--- src/rtl/rtc_trim_pkg.sv ---
package rtc_trim_pkg;

   typedef enum logic [1:0] {
      SGN_NONE = 2'd0,
      SGN_ADD  = 2'd1,
      SGN_SUB  = 2'd2,
      SGN_RSV  = 2'd3
   } trim_sign_e;

   localparam logic [1:0] A_RATE  = 2'd0;
   localparam logic [1:0] A_MODE  = 2'd1;
   localparam logic [1:0] A_STAT  = 2'd2;
   localparam logic [1:0] A_TRIM  = 2'd3;

   localparam logic [7:0] RATE_MASK = 8'hF4;
   localparam logic [7:0] MODE_MASK = 8'h31;

   localparam int BIT_RUN   = 0;
   localparam int BIT_AUTO  = 4;
   localparam int BIT_TEN   = 5;
   localparam int BIT_PIE   = 2;
   localparam int BIT_FLAG  = 2;

   localparam int TRIM_W     = 6;
   localparam int RATE_FIRST = 8;
   localparam int RATE_COUNT = 7;

endpackage

--- src/rtl/rtc_trim_regs.sv ---
module rtc_trim_regs
   import rtc_trim_pkg::*;
#(
   parameter int GUARD_CYC = 6
) (
   input  logic                clk,
   input  logic                rst_n,
   input  logic                wr_en,
   input  logic [1:0]          wr_addr,
   input  logic [7:0]          wr_data,
   input  logic [1:0]          rd_addr,
   output logic [7:0]          rd_data,
   input  logic                per_evt,
   output logic [3:0]          rate,
   output logic                pie,
   output logic                run,
   output logic                auto_en,
   output logic                ten_sec,
   output logic                flag,
   output logic [7:0]          trim
);

   localparam int GW = $clog2(GUARD_CYC + 1);

   generate
      if (GUARD_CYC < 1) begin : g_bad_guard
         $error("GUARD_CYC must be at least 1");
      end
   endgenerate

   logic [GW-1:0] guard_q;
   logic          wr_ok;
   logic          ten_lock;
   logic [7:0]    rate_q, mode_q, trim_q;
   logic          flag_q;

   assign wr_ok    = (guard_q == GW'(GUARD_CYC));
   assign ten_lock = (trim_q[7:6] != 2'b00);

   always_ff @(posedge clk or negedge rst_n) begin
      if (!rst_n) begin
         guard_q <= '0;
      end else if (!wr_ok) begin
         guard_q <= guard_q + 1'b1;
      end
   end

   always_ff @(posedge clk or negedge rst_n) begin
      if (!rst_n) begin
         rate_q <= '0;
         mode_q <= '0;
         trim_q <= '0;
      end else if (wr_en && wr_ok) begin
         case (wr_addr)
            A_RATE: rate_q <= wr_data & RATE_MASK;
            A_MODE: begin
               mode_q <= wr_data & MODE_MASK;
               if (ten_lock) mode_q[BIT_TEN] <= mode_q[BIT_TEN];
            end
            A_TRIM: trim_q <= wr_data;
            default: ;
         endcase
      end
   end

   always_ff @(posedge clk or negedge rst_n) begin
      if (!rst_n) begin
         flag_q <= 1'b0;
      end else if (per_evt) begin
         flag_q <= 1'b1;
      end else if (wr_en && wr_ok && wr_addr == A_STAT && !wr_data[BIT_FLAG]) begin
         flag_q <= 1'b0;
      end
   end

   always_comb begin
      case (rd_addr)
         A_RATE:  rd_data = rate_q;
         A_MODE:  rd_data = mode_q;
         A_STAT:  rd_data = {5'b0, flag_q, 2'b0};
         default: rd_data = trim_q;
      endcase
   end

   assign rate    = rate_q[7:4];
   assign pie     = rate_q[BIT_PIE];
   assign run     = mode_q[BIT_RUN];
   assign auto_en = mode_q[BIT_AUTO];
   assign ten_sec = mode_q[BIT_TEN];
   assign flag    = flag_q;
   assign trim    = trim_q;

   a_r2_guard_blocks: assert property (@(posedge clk) disable iff (!rst_n)
      !wr_ok |=> ($stable(rate_q) && $stable(mode_q) && $stable(trim_q)));

   a_r5_flag_sets: assert property (@(posedge clk) disable iff (!rst_n)
      per_evt |=> flag_q);

   a_r11_interval_locked: assert property (@(posedge clk) disable iff (!rst_n)
      (wr_en && wr_addr == A_MODE && ten_lock) |=> $stable(ten_sec));

endmodule

--- src/rtl/rtc_trim_interval.sv ---
module rtc_trim_interval
   import rtc_trim_pkg::*;
(
   input  logic              clk,
   input  logic              rst_n,
   input  logic              sec_tick,
   input  logic              run,
   input  logic              auto_en,
   input  logic              ten_sec,
   input  logic [7:0]        trim,
   output logic              trim_add,
   output logic              trim_sub,
   output logic [TRIM_W-1:0] trim_n
);

   localparam logic [5:0] LAST_TEN   = 6'd9;
   localparam logic [5:0] LAST_SIXTY = 6'd59;

   logic [5:0] ic_q;
   logic [5:0] ic_last;
   logic       ten_q;
   logic       due;
   trim_sign_e sign;

   assign ic_last = ten_sec ? LAST_TEN : LAST_SIXTY;

   always_ff @(posedge clk or negedge rst_n) begin
      if (!rst_n) begin
         ic_q  <= '0;
         ten_q <= 1'b0;
      end else begin
         ten_q <= ten_sec;
         if (ten_sec != ten_q) begin
            ic_q <= '0;
         end else if (sec_tick) begin
            ic_q <= (ic_q == ic_last) ? 6'd0 : ic_q + 6'd1;
         end
      end
   end

   assign sign     = trim_sign_e'(trim[7:6]);
   assign due      = auto_en && run && (ic_q == 6'd0);
   assign trim_add = due && (sign == SGN_ADD);
   assign trim_sub = due && (sign == SGN_SUB);
   assign trim_n   = trim[TRIM_W-1:0];

   a_r10_interval_wraps: assert property (@(posedge clk) disable iff (!rst_n)
      (sec_tick && ic_q == ic_last && ten_sec == ten_q) |=> (ic_q == 6'd0));

   a_r10_interval_bound: assert property (@(posedge clk) disable iff (!rst_n)
      ic_q <= LAST_SIXTY);

endmodule

--- src/rtl/rtc_trim_divider.sv ---
module rtc_trim_divider
   import rtc_trim_pkg::*;
#(
   parameter int SEC_W = 15
) (
   input  logic              clk,
   input  logic              rst_n,
   input  logic              run,
   input  logic [3:0]        rate,
   input  logic              trim_add,
   input  logic              trim_sub,
   input  logic [TRIM_W-1:0] trim_n,
   output logic              sec_tick,
   output logic              per_evt
);

   localparam logic [SEC_W-1:0] LAST = '1;

   generate
      if (SEC_W < 7 || SEC_W > 24) begin : g_bad_width
         $error("SEC_W must lie in 7..24");
      end
   endgenerate

   logic [SEC_W-1:0]  div_q;
   logic [TRIM_W-1:0] stall_q;
   logic              advance;
   logic              rate_ok;
   logic [7:0]        evt_vec;

   assign advance  = run && (stall_q == '0);
   assign sec_tick = advance && (div_q == LAST);

   always_ff @(posedge clk or negedge rst_n) begin
      if (!rst_n) begin
         div_q   <= '0;
         stall_q <= '0;
      end else if (!run) begin
         div_q   <= '0;
         stall_q <= '0;
      end else if (stall_q != '0) begin
         stall_q <= stall_q - 1'b1;
      end else if (sec_tick) begin
         div_q   <= trim_add ? SEC_W'(trim_n) : '0;
         stall_q <= trim_sub ? trim_n : '0;
      end else begin
         div_q   <= div_q + 1'b1;
      end
   end

   generate
      for (genvar k = 0; k < RATE_COUNT; k++) begin : g_rate
         localparam int PW = SEC_W - 6 + k;
         assign evt_vec[k] = &div_q[PW-1:0];
      end
   endgenerate
   assign evt_vec[7] = 1'b0;

   assign rate_ok = rate[3] && (rate[2:0] != 3'd7);
   assign per_evt = advance && rate_ok && evt_vec[rate[2:0]];

   a_r3_tick_gap: assert property (@(posedge clk) disable iff (!rst_n)
      sec_tick |=> !sec_tick);

   a_r3_stopped_quiet: assert property (@(posedge clk) disable iff (!rst_n)
      !run |=> (!sec_tick && !per_evt));

   a_r7_add_load: assert property (@(posedge clk) disable iff (!rst_n)
      (sec_tick && trim_add) |=> (div_q == $past(SEC_W'(trim_n))));

   a_r8_sub_stall: assert property (@(posedge clk) disable iff (!rst_n)
      (sec_tick && trim_sub) |=> (stall_q == $past(trim_n) && div_q == '0));

endmodule

--- src/rtl/rtc_prescaler_trim.sv ---
module rtc_prescaler_trim
   import rtc_trim_pkg::*;
#(
   parameter int SEC_W     = 15,
   parameter int GUARD_CYC = 6
) (
   input  logic       clk,
   input  logic       rst_n,
   input  logic       wr_en,
   input  logic [1:0] wr_addr,
   input  logic [7:0] wr_data,
   input  logic [1:0] rd_addr,
   output logic [7:0] rd_data,
   output logic       sec_tick,
   output logic       tick_period,
   output logic       irq_period
);

   logic [3:0]        rate;
   logic              pie, run, auto_en, ten_sec, flag;
   logic [7:0]        trim;
   logic              trim_add, trim_sub;
   logic [TRIM_W-1:0] trim_n;

   rtc_trim_regs #(.GUARD_CYC(GUARD_CYC)) u_regs (
      .clk     (clk),
      .rst_n   (rst_n),
      .wr_en   (wr_en),
      .wr_addr (wr_addr),
      .wr_data (wr_data),
      .rd_addr (rd_addr),
      .rd_data (rd_data),
      .per_evt (tick_period),
      .rate    (rate),
      .pie     (pie),
      .run     (run),
      .auto_en (auto_en),
      .ten_sec (ten_sec),
      .flag    (flag),
      .trim    (trim)
   );

   rtc_trim_interval u_interval (
      .clk      (clk),
      .rst_n    (rst_n),
      .sec_tick (sec_tick),
      .run      (run),
      .auto_en  (auto_en),
      .ten_sec  (ten_sec),
      .trim     (trim),
      .trim_add (trim_add),
      .trim_sub (trim_sub),
      .trim_n   (trim_n)
   );

   rtc_trim_divider #(.SEC_W(SEC_W)) u_div (
      .clk      (clk),
      .rst_n    (rst_n),
      .run      (run),
      .rate     (rate),
      .trim_add (trim_add),
      .trim_sub (trim_sub),
      .trim_n   (trim_n),
      .sec_tick (sec_tick),
      .per_evt  (tick_period)
   );

   assign irq_period = flag && pie;

   a_r6_irq_follows_flag: assert property (@(posedge clk) disable iff (!rst_n)
      irq_period |-> (rd_addr != A_STAT || rd_data[BIT_FLAG]));

endmodule

--- config.mk ---
export PLATFORM = sky130hd
export DESIGN_NAME = rtc_prescaler_trim
export DESIGN_NICKNAME = d
export VERILOG_FILES = /design/src/rtl/rtc_trim_pkg.sv /design/src/rtl/rtc_trim_regs.sv /design/src/rtl/rtc_trim_interval.sv /design/src/rtl/rtc_trim_divider.sv /design/src/rtl/rtc_prescaler_trim.sv
export SDC_FILE = /design/constraint.sdc
export NUM_CORES = 1
export LEC_CHECK = 0
export ABC_AREA = 1
export BUFFER_PORTS_ARGS = -buffer_cell sky130_fd_sc_hd__buf_2
export CAP_MARGIN = 20
export CORE_ASPECT_RATIO = 1.2
export CORE_MARGIN = 2
export CORE_UTILIZATION = 30
export DETAILED_ROUTE_END_ITERATION = 16
export PLACE_DENSITY_LB_ADDON = 0.3
export RECOVER_POWER = 50
export SYNTH_ARGS = -nofsm -noshare
export SYNTH_HDL_FRONTEND = slang
export SYNTH_SLANG_ARGS = --single-unit
export TNS_END_PERCENT = 1
--- constraint.sdc ---
create_clock -name clk -period 2.85 [get_ports clk]
set_input_delay 0.285 -clock clk [delete_from_list [all_inputs] [get_ports clk]]
set_output_delay 0.285 -clock clk [all_outputs]
set_load 0.005 [all_outputs]
==> impl_results.md, run 1 <==
* Synthesized instance count at 379
* P_sw at about 850 µW
* Cell Pwr Density at 655.6 mW/mm²
* Port bufs at 25
* Crit-path max FO at 5
* Worst hold start: wr_data[0]
* Setup bufs post-CTS at 0
* CTS root buf: clkbuf_16
* Antenna Nets Post-Route at 0
* Distinct cells, synth at 40
* Die height at 113.1 µm
* Cts bufs inserted at 5
* PostCTS Resize Cnt at 0
* Global-route wire length before repair at 11.92 mm
* Sw Ratio at 38.16%
* Total grt overflow at 0
* Clock Latency Late Sink at 0.29 ns
* Initial DRT Pass Iterations at 4
* Die Area at roughly 0.011 mm²
* CP required at 2.57 ns
* Crit. End Element: output port
* Combinational power share at ~34%
* Design area at between 0.003 and 0.004 mm²
* H-tree levels at 2
* Rows at 39
* Vias in the first global route at 2495
* Final Net Count at 432
* Routed len/inst at 12.95 µm
* Final Hold Fails at 0
* Post-DP HPWL at 5.290 mm
* Max_cap viols at 0
* # hold bufs at CTS at 0
* Relative slew slack at 34.47%
* Fin. max-slew vios at 0
* Worst-path clk slew at around 0.060 ns
* Synth Warn # at 0
* Sink Count at 48
* Int Pwr at between 1000 and 1500 µW
* #FFs+latches synth at 48
* Async set or reset register ratio after synthesis at 100.0%
* Worst Max-Slew Pin Slew at 0.9830 ns
* GP Congestion at just over 0.8
* Worst Skew at 0.003443 ns
* Post-synth EDFFs at 0
* Main synth FF type: dfrtp_1
* Synth-to-layout area growth at 14.08%
* Routed WL at 6.905 mm
* RSZ-0062 raised after global routing: false
* DRT iter0 DRCs at between 150 and 200
* R2R Path End: u_regs.flag
* Peak supply drop at 0.4651 mV
* Syn_nets at 402
* Chip width at 94.95 µm
* Leak pwr at 0.001648 µW
* Crit path time final at 2.344 ns
* Hold Crit Depth at 3
* Util after Layout at 35.34%
* Critical path startpoint category: flop
* # setup viols final at 0
* Outcome: finished clean
* Total number of vias at around 2600
* Syn Area/Cell at between 7 and 8 µm²
* Max Buffers Root-to-Sink at 2
* WHS at 0.2362 ns
* Fin Setup TNS at 0 ns
* Worst Hold End: u_regs.mode_q[0]
* R2r startpoint: u_div.div_q[0]
* Sequential area share after synthesis at around two fifths
* Initial Utilization at 30.98%
* Worst Reg-to-Reg Cells at 12
* Layout cell share with drive strength beyond 1 at 17.07%
* DRC violations left at 0
* Final worst-path cycle share at slightly above 80%
* R2r setup slk at 1.02 ns
* Fmax at between 400 and 500 MHz
* Reg power frac at between 30% and 40%
* CTS tree: yes
* Placed Area at 0.003229 mm²
* Crit path DAT at 2.06 ns
* Total core area at slightly below 0.01 mm²
* Antenna violations before repair at 0
* Worst min-delay path class: in2reg
* Antenna Cells at 0
* Vias per std cell at 4.792
* Largest net degree at the start of global routing at 49
* Mapped Area at about 0.0030 mm²
* Tot GR Track Use at 14.19%
* I/O pin cnt at 26
* Crit path kind: reg2out
* Clk pwr share at 27.1%
cell families (layout without fill, tap and decap cells):
family / count (synthesis) / after routing / synth area share, %
AO/OA/AOI/OAI: 59 / 59 / 11.77
adder cells (fa/ha/maj): 8 / 8 / 3.361
XOR/XNOR: 12 / 12 / 3.530
multiplexers: 1 / 1 / 0.3781
AND/OR/NAND/NOR: 185 / 185 / 31.72
flip-flops: 48 / 48 / 40.34
buffers and inverters: 66 / 97 / 8.907
worst max-delay path by stage:
stage / from / end / slack, ns / depth (start not counted)
3_5_place_dp: u_div.div_q[0] / tick_period / 0.83 / 13
3_3_place_gp: u_div.div_q[0] / tick_period / 0.86 / 13
4_1_cts: u_div.div_q[0] / tick_period / 0.49 / 13
6_report: u_div.div_q[0] / tick_period / 0.51 / 13
5_1_grt: u_div.div_q[0] / tick_period / 0.28 / 13
2_1_floorplan: u_div.div_q[0] / tick_period / 1.05 / 12
state kept, by name, indices dropped and copies added, names as in the netlist:
name / flops
u_regs.flag: 1
u_div.stall_q: 6
u_interval.ic_q: 6
u_regs.trim: 8
u_div.div_q: 15
u_regs.guard_q: 3
u_regs.mode_q: 3
u_interval.ten_q: 1
u_regs.rate_q: 5
Yosys cell counts (4+ instances only):
| cell | number | area share, % |
|---|---|---|
| xor2_1 | 9 | 2.6 |
| ha_1 | 8 | 3.4 |
| o21ai_1 | 5 | 0.84 |
| o21ai_0 | 27 | 4.5 |
| dfrtp_1 | 48 | 40 |
| nand2_1 | 84 | 11 |
| nor3_1 | 4 | 0.67 |
| nand3_2 | 5 | 1.7 |
| nand3_1 | 36 | 6.1 |
| nand4_1 | 6 | 1.3 |
| a21oi_1 | 10 | 1.7 |
| nand2_2 | 4 | 0.84 |
| nor2_4 | 5 | 1.9 |
| inv_1 | 58 | 7.3 |
| nor2_1 | 27 | 3.4 |
power by group through the flow:
stage / Sequential [µW] / Clock [µW] / Combinational [µW]
6_report: 865 / 604 / 758
5_1_grt: 878 / 655 / 865
4_1_cts: 865 / 629 / 765
3_5_place_dp: 878 / 0 / 761
3_3_place_gp: 874 / 0 / 759
2_1_floorplan: 847 / 0 / 609
layout by cell type (no fill, tap or decap), types with 3 or more instances in the layout:
cell type and n:
nand2_1 84, dfrtp_1 48, xnor2_1 3, inv_1 58, o21ai_0 27, nand4_1 6, o21ai_1 5, nand2_4 3
nor2_2 3, a21oi_1 10, buf_2 24, clkbuf_16 5, o21ai_2 3, nor2_4 5, nand3_2 5, ha_1 8
nor3_1 4, xor2_1 9, o22ai_1 3, nor2_1 27, nand2_2 4, nand3_1 36
worst max-delay path, stage by stage, from the launching register on:
cell,delay [ns]
dfrtp_1,0.42
ha_1,0.25
nand2_2,0.10
nor2_4,0.05
nand2_1,0.07
inv_2,0.05
ha_1,0.17
o21ai_0,0.22
inv_1,0.06
nand2_1,0.06
nand3_1,0.06
nand3b_1,0.09
nor2_1,0.04
buf_2,0.12
per-stage QoR:
stage	cells	total power, µW	setup WS [ns]
5_1_grt	533	2397	0.2766
4_1_cts	531	2259	0.4929
6_report	533	2227	0.5059
3_5_place_dp	523	1639	0.8274
2_1_floorplan	379	1456	1.050
3_3_place_gp	523	1633	0.8636
per-layer routing:
layer / routed length [µm] / vias to the layer above / track usage [%]
li1: - / 1288 / -
met1: 3020 / 1204 / 17.97
met2: 3460 / 53 / 23.88
met3: 260 / 9 / 2.264
met4: 163 / 0 / 5.797
met5: 0 / - / 0
layout make-up:
type                    count  area, µm²
repair buffers             27      138.9
multi-input cells         265       1511
well taps                 123      153.9
clock inverters             2      15.01
clock buffers               6      138.9
inverters                  62      237.7
flip-flops and latches     48       1201
fillers                  1015       6216
(Power assumes the default switching activity.)
==> inputs of run 2 (changes only) <==
==> constraint.sdc (replaced) <==
create_clock -name clk -period 1.9 [get_ports clk]
set_input_delay 0.19 -clock clk [delete_from_list [all_inputs] [get_ports clk]]
set_output_delay 0.19 -clock clk [all_outputs]
set_load 0.005 [all_outputs]
==> run 2 against run 1 <==
Compared with the run above:
- the run now ends with negative setup slack left
- hold slack worse by 0.11 ns
- sequential power is 50% higher
- core utilization is 2.1 points higher
- die area stayed put
- wire length is 6.2% higher
- first-iteration DRC count is 19% lower
- non-clock buffer count is 17 higher
- critical path type unchanged
- final cell count is 3.2% higher
- critical endpoint unchanged
- global-route usage is 0.51 points higher
==> impl_results.md, run 2 (synthesis results as in run 1) <==
* Outcome: finished, violations left
* Failing checks: negative setup slack
* Worst hold start: wr_data[0]
* Antenna Nets Post-Route at 0
* CTS tree: yes
* CTS root buf: clkbuf_16
* Fin Setup TNS at -0.2925 ns
* Post-DP HPWL at ~5.4 mm
* Setup WS pre-CTS at roughly 0.017 ns
* Sink Count at 48
* Reg with most FFs: u_div.div_q
* Pwr Total at 3794 µW
* Total grt overflow at 0
* Die height at about 110 µm
* RSZ-0062 raised after global routing: true
* Cell Pwr Density at ~1100 mW/mm²
* Worst Max-Slew Pin Slew at between 1 and 1.5 ns
* DRC violations left at 0
* H-tree levels at 2
* CP max stage cell: dfrtp_1
* Max_cap viols at 0
* Synth-to-layout area growth at 21.01%
* Chip width at 94.95 µm
* Final Net Count at 449
* Setup slack after layout at -0.1968 ns
* Crit path DAT at 1.91 ns
* Most common cell after layout, fill and taps aside: nand2_1
* Crit path time final at 2.097 ns
* Max Buffers Root-to-Sink at 2
* Final worst-path cycle share at 110.4%
* Rows at 39
* Worst min-delay path class: in2reg
* Critical path cell sequence: ha_4 > nand2_4 > nor2_4 > nand2_2 > inv_2 > ha_4 > o21ai_2 > inv_1 > nand2_1 > nand3_2 > nand3b_1 > nor2_1 > buf_2
* Antenna Cells at 0
* Die Area at 0.01074 mm²
* Layout cell share with drive strength beyond 1 at between 20 and 25%
* Crit path kind: reg2out
* GP Congestion at around 0.87
* Design area at 0.003603 mm²
* Peak supply drop at 0.6978 mV
* Total core area at 0.009613 mm²
* Fmax at about 480 MHz
* CP required at ~1.7 ns
* Crit. End Element: output port
* Vias per std cell at 4.693
* Tot GR Track Use at 14.70%
* Initial DRT Pass Iterations at 4
* # hold bufs at CTS at 0
* Worst-path clk slew at 0.07 ns
* I/O pin cnt at 26
* Cts bufs inserted at 5
* Routed len/inst at 13.33 µm
* Critical path startpoint category: flop
* Global-route wire length before repair at between 10 and 15 mm
* Fin. max-slew vios at 0
* Antenna violations before repair at 0
* Final Hold Fails at 0
* DRT iter0 DRCs at 145
* CP startpoint: u_div.div_q[1]
* Largest net degree at the start of global routing at 49
* Leak pwr at roughly 0.0018 µW
* Commonest cells after routing, fill and taps aside: 83 x nand2_1, 58 x inv_1, 48 x dfrtp_1
* R2r startpoint: u_div.stall_q[0]
* Worst Skew at 0.008550 ns
* CP max stage delay at 0.43 ns
* WHS at about 0.13 ns
* Clock Latency Late Sink at approximately 0.30 ns
* Vias in the first global route at around 2600
* Initial Utilization at 30.98%
* Crit-path max FO at 3
* # setup viols final at 2
* Total number of vias at 2581
* Routed WL at 7.332 mm
* Placed Area at around 0.0033 mm²
* Most common cell on crit path: ha_4
* Port bufs at 25
* Max reg flops at 15
* Relative slew slack at 17.66%
run 2: per-layer routing:
| layer | vias up | track usage, % | share of wire, % |
|---|---|---|---|
| met1 | 1193 | 18.35 | 44 |
| met5 | - | 0 | 0 |
| met2 | 50 | 25.15 | 50 |
| met4 | 0 | 5.894 | 2.8 |
| met3 | 12 | 2.264 | 2.9 |
| li1 | 1326 | - | - |
run 2: power breakdown:
part	internal (µW)	leakage, µW	switching (µW)
sequential	1160	0.000625	141
clock	693	0.0000901	388
combinational	580	0.00107	829
run 2: timing repair:
item | CTS | global route
gates resized for setup | 7 | 5
buffers inserted | 4 | 5
endpoints found under the setup margin | 2 | 3
pin swaps | 8 | 6
run 2: path summary, 6_finish.rpt:
check / end / slack, ns / depth (start not counted)
min in group asynchronous: u_div.div_q[13] / 0.23 / 2
max in group asynchronous: u_interval.ic_q[3] / 0.92 / 2
worst min register to register: u_interval.ten_q / 0.44 / 0
worst min-delay path: u_regs.mode_q[0] / 0.13 / 3
worst max register to register: u_div.div_q[13] / 0.20 / 9
worst max-delay path: tick_period / -0.20 / 13
run 2: final cells by class:
cell class	instances	area, µm²
timing repair buffer	44	265.3
inverter	62	237.7
sequential	48	1201
tap	123	153.9
multi-input combinational	265	1563
fill	1005	6010
clock inverter	1	30.03
clock buffer	7	152.6
run 2: critical path, delay by kind of cell (launching register included):
family / cells / cell delay (ns)
fa+ha+maj: 2 / 0.34
simple gates: 7 / 0.46
flops: 1 / 0.43
compound gates: 1 / 0.15
buf+inv: 3 / 0.23
run 2: metrics by stage:
step	cells	util, %
2_1_floorplan	379	-
3_3_place_gp	533	34.37
3_5_place_dp	533	34.37
4_1_cts	545	36.86
5_1_grt	550	37.49
6_report	550	37.49
==> inputs of run 3 (changes only) <==
--- a/config.mk
+++ b/config.mk
@@ -12,9 +12,10 @@
 export CORE_MARGIN = 2
 export CORE_UTILIZATION = 30
 export DETAILED_ROUTE_END_ITERATION = 16
+export GPL_TIMING_DRIVEN = 0
 export PLACE_DENSITY_LB_ADDON = 0.3
 export RECOVER_POWER = 50
 export SYNTH_ARGS = -nofsm -noshare
 export SYNTH_HDL_FRONTEND = slang
 export SYNTH_SLANG_ARGS = --single-unit
-export TNS_END_PERCENT = 1
+export TNS_END_PERCENT = 100
==> run 3 against run 2 <==
Compared with the run above:
- the run still ends with negative setup slack left
- sequential share of layout area grew 0.49 points
- worst setup slack gained 0.061 ns
- final cell count decreased by 0.55%
- critical path depth unchanged
- non-clock buffer count is 3 lower
- register-to-register slack worse by 0.05 ns
- cell area down 1.5%
- maximum frequency increased by 3.0%
- clock skew about the same
- flip-flop and latch count unchanged
- core utilization is 0.55 points lower
==> impl_results.md, run 3 (synthesis results as in run 1) <==
* Outcome: finished, violations left
* Failing checks: negative setup slack
* Reg power frac at between 30 and 40%
* Die Area at 0.01074 mm²
* Total number of vias at 2544
* Cts bufs inserted at 5
* Total core area at 0.009613 mm²
* GP Congestion at ~0.86
* CP required at 1.71 ns
* Post-DP HPWL at 5.353 mm
* Max_cap viols at 0
* RSZ-0062 raised after global routing: true
* Antenna Nets Post-Route at 0
* Int Pwr at between 2000 and 2500 µW
* Tot GR Track Use at 14.65%
* Final Non-Filler Cells at 547
* CP max stage delay at 0.39 ns
* DRT iter0 DRCs at approximately 160
* Crit-path leading delay family: simple AND/OR/NAND/NOR gates
* Global-route wire length before repair at around 12 mm
* Final Hold Fails at 0
* Sink Count at 48
* Worst Skew at 0.009049 ns
* Commonest cells after routing, fill and taps aside: 83 x nand2_1, 57 x inv_1, 48 x dfrtp_1
* Layout cell share with drive strength beyond 1 at about a fifth
* Reg with most FFs: u_div.div_q
* # setup viols final at 1
* Routed len/inst at 12.95 µm
* Leak pwr at 0.001723 µW
* Crit path DAT at 1.85 ns
* Peak supply drop at 0.5480 mV
* Cell Pwr Density at 994.2 mW/mm²
* Storage cell area at 0.001201 mm²
* Crit path time final at roughly 2.0 ns
* CTS tree: yes
* Initial Utilization at 30.98%
* Final Net Count at 446
* Crit path kind: reg2out
* Setup slack after layout at -0.1359 ns
* Worst-path clk slew at around 0.06 ns
* Util after Layout at 36.94%
* Synth-to-layout area growth at 19.24%
* Combinational power share at 38.0%
* Most common cell on crit path: nand2_2
* DRC violations left at 0
* Pwr Total at around 3500 µW
* Most common cell after layout, fill and taps aside: nand2_1
* Vias per std cell at roughly 4.7
* Critical path cell sequence: ha_2 > nand2_2 > nor2_4 > nand2_2 > inv_2 > ha_4 > o21ai_2 > inv_1 > nand2_1 > nand3_1 > nand3b_1 > nor2_1 > buf_2
* Max reg flops at 15
* Final worst-path cycle share at 107.2%
* Design area at 0.003551 mm²
* CTS root buf: clkbuf_16
* Antenna Cells at 0
* Initial DRT Pass Iterations at 4
* Fmax at 491.2 MHz
* DP Cell Count at 528
* Critical path startpoint category: flop
* Crit. End Element: output port
* Rows at 39
* Fill cells at 984
* Clk pwr share at ~26%
* Worst Max-Slew Pin Slew at 0.9558 ns
* Routed WL at 7.081 mm
* Placed Area at 0.003277 mm²
* CP Buf/Inv Count at 3
* H-tree levels at 2
* Max Buffers Root-to-Sink at 2
* P_sw at 1338 µW
* Multi-input logic area at 0.001555 mm²
* Antenna violations before repair at 0
* Sw Ratio at 37.90%
* Largest net degree at the start of global routing at 32
* Relative slew slack at 36.28%
* Worst min-delay path class: in2reg
* Chip width at about 95 µm
* Vias in the first global route at 2555
* Total grt overflow at 0
* Die height at around 110 µm
* Clock Latency Late Sink at 0.29 ns
* Port bufs at 25
* CP max stage cell: dfrtp_1
* I/O pin cnt at 26
* Fin. max-slew vios at 0
* Setup WS pre-CTS at -0.07965 ns
* Crit-path max FO at 3
-- run 3: cell type report --
cell class	instances	area share (%)
Clock inverter	1	0.2114
Inverter	62	6.695
Sequential cell	48	33.83
Tap cell	123	4.334
Timing Repair Buffer	37	6.272
Multi-Input combinational cell	265	43.80
Clock buffer	7	4.017
Buffer	4	0.8457
-- run 3: what timing repair did --
item,4_1_cts,5_1_grt
setup buffers,9,1
hold buffers,1,0
pin swaps,7,5
setup endpoints to repair,2,4
gates resized for setup,9,5
endpoints found under the hold margin,17,0
-- run 3: final timing paths --
path | startpoint | endpoint | slack (ns) | depth (start not counted)
max in group asynchronous | rst_n | u_interval.ic_q[2] | 0.26 | 3
worst max-delay path | u_div.div_q[1] | tick_period | -0.14 | 13
worst min register to register | u_regs.mode_q[5] | u_interval.ten_q | 0.46 | 0
worst min-delay path | wr_data[2] | u_regs.flag | 0.15 | 3
worst max register to register | u_div.div_q[1] | u_div.div_q[5] | 0.15 | 11
min in group asynchronous | rst_n | u_regs.rate_q[5] | 0.56 | 2
-- run 3: tightest hold or removal path: stages --
cell and delay (ns):
buf_2 0.09, o41ai_1 0.07, nand2_1 0.06
-- run 3: metrics by stage --
step                setup TNS [ns]  hold WS [ns]
floorplan                        0       -0.1056
global placement          -0.04843        0.4375
detailed placement        -0.07965        0.1586
CTS                        -0.1804        0.1384
global route               -0.8995        0.1563
finish                     -0.1359        0.1456
-- run 3: per-layer routing --
metal  routed length [µm]  up-vias  global-route usage, %
li1                     -     1315                      -
met1                 3213     1176                  18.58
met2                 3635       51                  25.53
met3                  178        2                  1.798
met4                   54        0                  4.928
met5                    0        -                      0
-- run 3: power by group through the flow --
stage / sequential [µW] / clock [µW] / combinational (µW)
floorplan: 1270 / 0 / 914
global placement: 1300 / 0 / 1190
detailed placement: 1310 / 0 / 1210
CTS: 1280 / 937 / 1320
global route: 1300 / 971 / 1500
finish: 1280 / 910 / 1340
